File: config.mk
export PLATFORM = sky130hd
export DESIGN_NAME = gcd_dep_tester
export DESIGN_NICKNAME = d
export VERILOG_FILES = /design/src/rtl/gdt_pkg.sv /design/src/rtl/gdt_operand_prep.sv /design/src/rtl/gdt_gcd_engine.sv /design/src/rtl/gdt_rem_unit.sv /design/src/rtl/gcd_dep_tester.sv
export SDC_FILE = /design/constraint.sdc
export NUM_CORES = 1
export LEC_CHECK = 0
export BUFFER_PORTS_ARGS = -buffer_cell sky130_fd_sc_hd__buf_2
export CAP_MARGIN = 20
export CORE_ASPECT_RATIO = 0.75
export CORE_UTILIZATION = 60
export CTS_CLUSTER_DIAMETER = 80
export CTS_CLUSTER_SIZE = 30
export DETAILED_ROUTE_END_ITERATION = 7
export PLACE_DENSITY = 0.79
export SLEW_MARGIN = 25
export SYNTH_ARGS = -nofsm -noshare
export SYNTH_HDL_FRONTEND = slang
export SYNTH_HIERARCHICAL = 1
export SYNTH_SLANG_ARGS = --single-unit
File: constraint.sdc
create_clock -name clk -period 8.4 [get_ports clk]
set_input_delay 0.42 -clock clk [delete_from_list [all_inputs] [get_ports clk]]
set_output_delay 0.42 -clock clk [all_outputs]
set_load 0.01 [all_outputs]
File: src/rtl/gdt_pkg.sv
package gdt_pkg;

  typedef enum logic [1:0] {
    ST_IDLE = 2'd0,
    ST_GCD  = 2'd1,
    ST_DIV  = 2'd2
  } gdt_state_e;

endpackage

File: src/rtl/gdt_operand_prep.sv
module gdt_operand_prep #(
  parameter int unsigned COEF_W = 16
) (
  input  logic signed [COEF_W-1:0] mul_w,
  input  logic signed [COEF_W-1:0] off_w,
  input  logic signed [COEF_W-1:0] mul_r,
  input  logic signed [COEF_W-1:0] off_r,
  output logic        [COEF_W-1:0] mag_w,
  output logic        [COEF_W-1:0] mag_r,
  output logic        [COEF_W:0]   gap_mag,
  output logic                     both_zero,
  output logic                     offs_equal
);
  localparam int unsigned GAP_W = COEF_W + 1;

  logic [1:0][COEF_W-1:0] mul_in;
  logic [1:0][COEF_W-1:0] mag_out;

  assign mul_in[0] = mul_w;
  assign mul_in[1] = mul_r;

  for (genvar g = 0; g < 2; g++) begin : g_abs
    always_comb begin
      if (mul_in[g][COEF_W-1]) begin
        mag_out[g] = ~mul_in[g] + 1'b1;
      end else begin
        mag_out[g] = mul_in[g];
      end
    end
  end

  assign mag_w = mag_out[0];
  assign mag_r = mag_out[1];

  logic signed [GAP_W-1:0] gap;

  always_comb begin
    gap = $signed({off_r[COEF_W-1], off_r}) - $signed({off_w[COEF_W-1], off_w});
    if (gap[GAP_W-1]) begin
      gap_mag = ~gap + 1'b1;
    end else begin
      gap_mag = gap;
    end
  end

  assign both_zero  = (mul_w == '0) && (mul_r == '0);
  assign offs_equal = (off_w == off_r);

endmodule

File: src/rtl/gdt_gcd_engine.sv
module gdt_gcd_engine #(
  parameter int unsigned W = 16
) (
  input  logic         clk,
  input  logic         rst_n,
  input  logic         start,
  input  logic [W-1:0] op_x,
  input  logic [W-1:0] op_y,
  output logic         fin,
  output logic [W-1:0] g
);
  localparam int unsigned KW = $clog2(W + 1);

  logic          run_q, run_n;
  logic          fin_q, fin_n;
  logic [W-1:0]  x_q, x_n, y_q, y_n, g_q, g_n;
  logic [KW-1:0] k_q, k_n;
  logic          dp_en;

  assign dp_en = start | run_q;

  always_comb begin
    run_n = run_q;
    fin_n = 1'b0;
    x_n   = x_q;
    y_n   = y_q;
    k_n   = k_q;
    g_n   = g_q;
    if (start) begin
      x_n   = op_x;
      y_n   = op_y;
      k_n   = '0;
      run_n = 1'b1;
    end else if (run_q) begin
      if ((x_q == '0) || (y_q == '0)) begin
        g_n   = (x_q | y_q) << k_q;
        fin_n = 1'b1;
        run_n = 1'b0;
      end else if (!x_q[0] && !y_q[0]) begin
        x_n = x_q >> 1;
        y_n = y_q >> 1;
        k_n = k_q + 1'b1;
      end else if (!x_q[0]) begin
        x_n = x_q >> 1;
      end else if (!y_q[0]) begin
        y_n = y_q >> 1;
      end else if (x_q >= y_q) begin
        x_n = (x_q - y_q) >> 1;
      end else begin
        y_n = (y_q - x_q) >> 1;
      end
    end
  end

  always_ff @(posedge clk or negedge rst_n) begin
    if (!rst_n) begin
      run_q <= 1'b0;
      fin_q <= 1'b0;
      x_q   <= '0;
      y_q   <= '0;
      k_q   <= '0;
      g_q   <= '0;
    end else begin
      run_q <= run_n;
      fin_q <= fin_n;
      if (dp_en) begin
        x_q <= x_n;
        y_q <= y_n;
        k_q <= k_n;
      end
      if (fin_n) begin
        g_q <= g_n;
      end
    end
  end

  assign fin = fin_q;
  assign g   = g_q;

endmodule

File: src/rtl/gdt_rem_unit.sv
module gdt_rem_unit #(
  parameter int unsigned NUM_W = 17,
  parameter int unsigned DEN_W = 16
) (
  input  logic             clk,
  input  logic             rst_n,
  input  logic             start,
  input  logic [NUM_W-1:0] dividend,
  input  logic [DEN_W-1:0] divisor,
  output logic             fin,
  output logic             rem_zero
);
  localparam int unsigned REM_W = DEN_W + 1;
  localparam int unsigned CW    = $clog2(NUM_W + 1);

  logic             run_q, run_n;
  logic             fin_q, fin_n;
  logic [CW-1:0]    cnt_q, cnt_n;
  logic [NUM_W-1:0] num_q, num_n;
  logic [REM_W-1:0] rem_q, rem_n;
  logic [DEN_W-1:0] den_q, den_n;
  logic [REM_W-1:0] trial, den_ext;
  logic             dp_en;

  assign dp_en   = start | run_q;
  assign trial   = {rem_q[REM_W-2:0], num_q[NUM_W-1]};
  assign den_ext = {1'b0, den_q};

  always_comb begin
    run_n = run_q;
    fin_n = 1'b0;
    cnt_n = cnt_q;
    num_n = num_q;
    rem_n = rem_q;
    den_n = den_q;
    if (start) begin
      num_n = dividend;
      den_n = divisor;
      rem_n = '0;
      cnt_n = CW'(NUM_W);
      run_n = 1'b1;
    end else if (run_q) begin
      if (cnt_q != '0) begin
        rem_n = (trial >= den_ext) ? (trial - den_ext) : trial;
        num_n = num_q << 1;
        cnt_n = cnt_q - 1'b1;
      end else begin
        fin_n = 1'b1;
        run_n = 1'b0;
      end
    end
  end

  always_ff @(posedge clk or negedge rst_n) begin
    if (!rst_n) begin
      run_q <= 1'b0;
      fin_q <= 1'b0;
      cnt_q <= '0;
      num_q <= '0;
      rem_q <= '0;
      den_q <= '0;
    end else begin
      run_q <= run_n;
      fin_q <= fin_n;
      if (dp_en) begin
        cnt_q <= cnt_n;
        num_q <= num_n;
        rem_q <= rem_n;
        den_q <= den_n;
      end
    end
  end

  assign fin      = fin_q;
  assign rem_zero = (rem_q == '0);

endmodule

File: src/rtl/gcd_dep_tester.sv
module gcd_dep_tester #(
  parameter int unsigned COEF_W = 16
) (
  input  logic              clk,
  input  logic              rst_n,
  input  logic              req_valid,
  output logic              req_ready,
  input  logic [COEF_W-1:0] coef_a,
  input  logic [COEF_W-1:0] coef_b,
  input  logic [COEF_W-1:0] coef_c,
  input  logic [COEF_W-1:0] coef_d,
  output logic              done,
  output logic              dep_possible,
  output logic [COEF_W-1:0] gcd_out
);
  import gdt_pkg::*;

  localparam int unsigned GAP_W = COEF_W + 1;

  gdt_state_e        state_q, state_n;
  logic              done_q, done_n;
  logic              dep_q, dep_n;
  logic [COEF_W-1:0] gcd_q, gcd_n;
  logic [GAP_W-1:0]  gap_q;

  logic [COEF_W-1:0] mag_w, mag_r;
  logic [GAP_W-1:0]  gap_mag;
  logic              both_zero, offs_equal;
  logic              accept, gcd_start, gcd_fin, div_start, div_fin, rem_zero;
  logic [COEF_W-1:0] gcd_val;

  gdt_operand_prep #(.COEF_W(COEF_W)) u_prep (
    .mul_w      (coef_a),
    .off_w      (coef_b),
    .mul_r      (coef_c),
    .off_r      (coef_d),
    .mag_w      (mag_w),
    .mag_r      (mag_r),
    .gap_mag    (gap_mag),
    .both_zero  (both_zero),
    .offs_equal (offs_equal)
  );

  assign req_ready = (state_q == ST_IDLE) && !done_q;
  assign accept    = req_valid && req_ready;
  assign gcd_start = accept && !both_zero;
  assign div_start = (state_q == ST_GCD) && gcd_fin;

  gdt_gcd_engine #(.W(COEF_W)) u_gcd (
    .clk   (clk),
    .rst_n (rst_n),
    .start (gcd_start),
    .op_x  (mag_w),
    .op_y  (mag_r),
    .fin   (gcd_fin),
    .g     (gcd_val)
  );

  gdt_rem_unit #(.NUM_W(GAP_W), .DEN_W(COEF_W)) u_rem (
    .clk      (clk),
    .rst_n    (rst_n),
    .start    (div_start),
    .dividend (gap_q),
    .divisor  (gcd_val),
    .fin      (div_fin),
    .rem_zero (rem_zero)
  );

  always_comb begin
    state_n = state_q;
    done_n  = 1'b0;
    dep_n   = dep_q;
    gcd_n   = gcd_q;
    unique case (state_q)
      ST_IDLE: begin
        if (accept) begin
          if (both_zero) begin
            done_n = 1'b1;
            dep_n  = offs_equal;
            gcd_n  = '0;
          end else begin
            state_n = ST_GCD;
          end
        end
      end
      ST_GCD: begin
        if (gcd_fin) begin
          state_n = ST_DIV;
        end
      end
      ST_DIV: begin
        if (div_fin) begin
          done_n  = 1'b1;
          dep_n   = rem_zero;
          gcd_n   = gcd_val;
          state_n = ST_IDLE;
        end
      end
      default: state_n = ST_IDLE;
    endcase
  end

  always_ff @(posedge clk or negedge rst_n) begin
    if (!rst_n) begin
      state_q <= ST_IDLE;
      done_q  <= 1'b0;
      dep_q   <= 1'b0;
      gcd_q   <= '0;
      gap_q   <= '0;
    end else begin
      state_q <= state_n;
      done_q  <= done_n;
      if (done_n) begin
        dep_q <= dep_n;
        gcd_q <= gcd_n;
      end
      if (accept) begin
        gap_q <= gap_mag;
      end
    end
  end

  assign done         = done_q;
  assign dep_possible = dep_q;
  assign gcd_out      = gcd_q;

endmodule

==> flow_summary.ini <==
[worst_setup_path]
rr_worst_depth = 9
r2r_end = u_gcd/x_q[3]
cpMostUsedCell = inv_1
cp_slowest_cell = inv_1
path_buf_inv = 4
cp_num_cells = 14
rrSetupSlack_ps = 4670
worstPathMaxFanout = 26
critPathArrivalTime_ps = 4120
r2r-start = u_gcd/x_q[9]
worstSetupPathType = primary input to flop
start_kind = primary input
end_kind = flop
cp_top_family = simple AND/OR/NAND/NOR gates
critical_path.cell_chain = buf_2 > inv_1 > ha_1 > nand2_1 > or3_1 > nand2b_1 > or4_1 > nor3_1 > nor2_4 > inv_1 > nand3_1 > buf_4 > or2_2 > o21ai_0
required_ps = 8740
cp_slowest_stage_delay_ps = 610

[global_routing]
busiest_layer = met1
grt_remaining_overflow = 0
antenna_found_initial = 0
grt_use_met2_pct = 46.2
grt_pass1_wl_um = 53300
grt_util_met1_pct = 47.8
grt_usage_pct = 31.8
met3_usage_pct = 8.14
grt_max_degree = 80
grt_pass1_vias = 10200

[synth]
syn_inst = 1428
synth_top_area_cell = dfrtp_1
synth_warnings = 6
synth_edf_count = 0
synthFlopType = dfrtp_1
syn_area_per_cell_um2 = 8.63
ys_seq_area_share_pct = 30.3
synth.net_count = 1585
synthTopCellsByArea = dfrtp_1, ha_1, xnor2_1
synth_seq_cells = 149
synth_cell_types = 97
async_flop_share_pct = 100
synth_top_area_share_pct = 30.3
synthMostInstantiatedCell = dfrtp_1
netlist_area_um2 = 12300
synthTopCellsByCount = dfrtp_1, nand2_1, inv_1, nor2_1, o21ai_0

[run]
drv_cap = 0

[timing]
tns_ps = 0
setup_viol = 0
tightest_slew_ps = 822
final.min_clock_period_ps = 3780
rsz0062_at_grt = false
hold_viol_final = 7
whs_ps = -19.0
max_freq_mhz = 264
slew_headroom_pct = 45.2
final_min_period_over_clock_period_pct = 45.0
drv_slew = 0
clock_skew_ps = 14.7

[clock_network]
clk_pin_slew_ps = 60
cts_buffer_depth = 2
clk_latency_ps = 430
cts_post_setup_buffers_inserted = 0
h-tree-depth = 4
cts_root_buffer = clkbuf_16
numCtsBuffers = 17
cts_tree = done
post_cts_resized = 0
clkSinkCount = 149
cts_hold_buf = 0

[drt]
ant_nets = 0
drc = 0
first_pass_iters = 7
viasPerCell = 6.34
routedWlPerCell_um = 19.0
drtIter0Drc = 855
wirelength_um = 33000
vias = 11000

[die]
boundaryPins = 86
die_area_um2 = 21100
rows = 44
start_util_pct = 62.5
die_h_um = 126
core-area_um2 = 19700
dieWidth_um = 167

[run_status]
violations = hold timing
status = finished with violations

[pwr]
peakVddDrop_uv = 142
p_per_area_nw_per_um2 = 125
p_leak_nw = 6.05

[finish]
final_cell_area_um2 = 13400
num_antenna_cells = 0
layout.nets = 1626
drive_above_1_share_pct = 13.9
num-fill-cells = 1601
area_growth_pct = 8.50

[place]
globalplace.congestion = 0.980
hpwl_um = 24800
placed_area_um2 = 12800
io_buffers = 85

[hold_path]
hold_path_class = primary input to async pin
==> how the worst max path moves through the flow <==
stage          startpoint             to  slack [ps]
6_report        coef_a[0]     u_gcd/g[8]        4620
5_1_grt         coef_a[0]    u_gcd/g[12]        4300
4_1_cts         coef_a[0]     u_gcd/g[9]        4440
3_5_place_dp    coef_a[0]     u_gcd/g[9]        3990
3_3_place_gp    coef_a[0]    u_gcd/g[10]        4150
2_1_floorplan   coef_a[1]  u_gcd/x_q[10]        5300
==> per-stage QoR <==
| step | setup WS [ps] | total power [mW] | cells | utilization (%) |
|---|---|---|---|---|
| after global routing | 4300 | 1.73 | 1735 | 67.8 |
| after CTS | 4440 | 1.68 | 1734 | 67.7 |
| after global placement | 4150 | 0.930 | 1702 | 64.7 |
| after floorplan | 5300 | 0.872 | 1428 | - |
| final | 4620 | 1.67 | 1735 | 67.8 |
| after detailed placement | 3990 | 0.935 | 1702 | 64.7 |
==> cell usage in the layout (no fill, tap or decap), drive strengths merged, types with 7 or more instances in the layout <==
master / instances
nor2b: 13
a21o: 10
nand3: 28
or3: 10
a221oi: 21
mux2: 30
nand4: 11
xor2: 17
and3: 10
o21bai: 7
ha: 86
clkbuf: 20
o31ai: 52
nor2: 114
o21ai: 104
mux2i: 40
a31oi: 9
nor4: 24
nor3: 24
buf: 92
nand2: 147
o41ai: 9
a211oi: 20
dfrtp: 149
a22o: 21
o21a: 8
nand2b: 28
inv: 120
a21oi: 74
xnor2: 65
o211ai: 8
==> layer usage <==
metal	share of wire (%)	vias up
met3	9.7	24
met4	0.90	0
met5	0	-
li1	-	5252
met2	41	455
met1	48	5264
==> registers in the layout, summed over array words and instances (netlist names), 2 cells and up <==
| name | cells |
|---|---|
| state_q | 2 |
| u_rem/num_q | 17 |
| gcd_out | 16 |
| u_gcd/x_q | 16 |
| u_gcd/g | 16 |
| u_gcd/k_q | 5 |
| gap_q | 17 |
| u_rem/den_q | 16 |
| u_rem/rem_q | 17 |
| u_gcd/y_q | 16 |
| u_rem/cnt_q | 5 |
==> cell families (layout without fill, tap and decap cells) <==
kind of cell | Yosys count | in the layout | synth area share [%]
adders and majority gates | 90 | 90 | 9.38
AOI/OAI and AO/OA | 403 | 403 | 23.5
muxes | 73 | 73 | 6.84
buffers and inverters | 186 | 240 | 6.62
DFF | 149 | 149 | 30.3
xor gates and xnor gates | 82 | 82 | 5.83
and+or+nand+nor | 445 | 445 | 17.5
==> layout make-up <==
type | instances | area [µm²] | area share, %
clock buffers | 20 | 467 | 3.49
clock inverters | 12 | 119 | 0.889
inverters | 116 | 435 | 3.26
multi-input cells | 1093 | 7800 | 58.4
flip-flops and latches | 149 | 3730 | 27.9
well taps | 253 | 317 | 2.37
repair buffers | 92 | 500 | 3.74
==> report_power, final <==
| part | switching [mW] | internal (mW) | leakage (nW) | total (mW) |
|---|---|---|---|---|
| sequential | 0.000000174 | 0.718 | 1.98 | 0.718 |
| combinational | 0.124 | 0.0819 | 3.80 | 0.206 |
| clock | 0.309 | 0.435 | 0.280 | 0.744 |
Power figures use the tool's default switching activity.
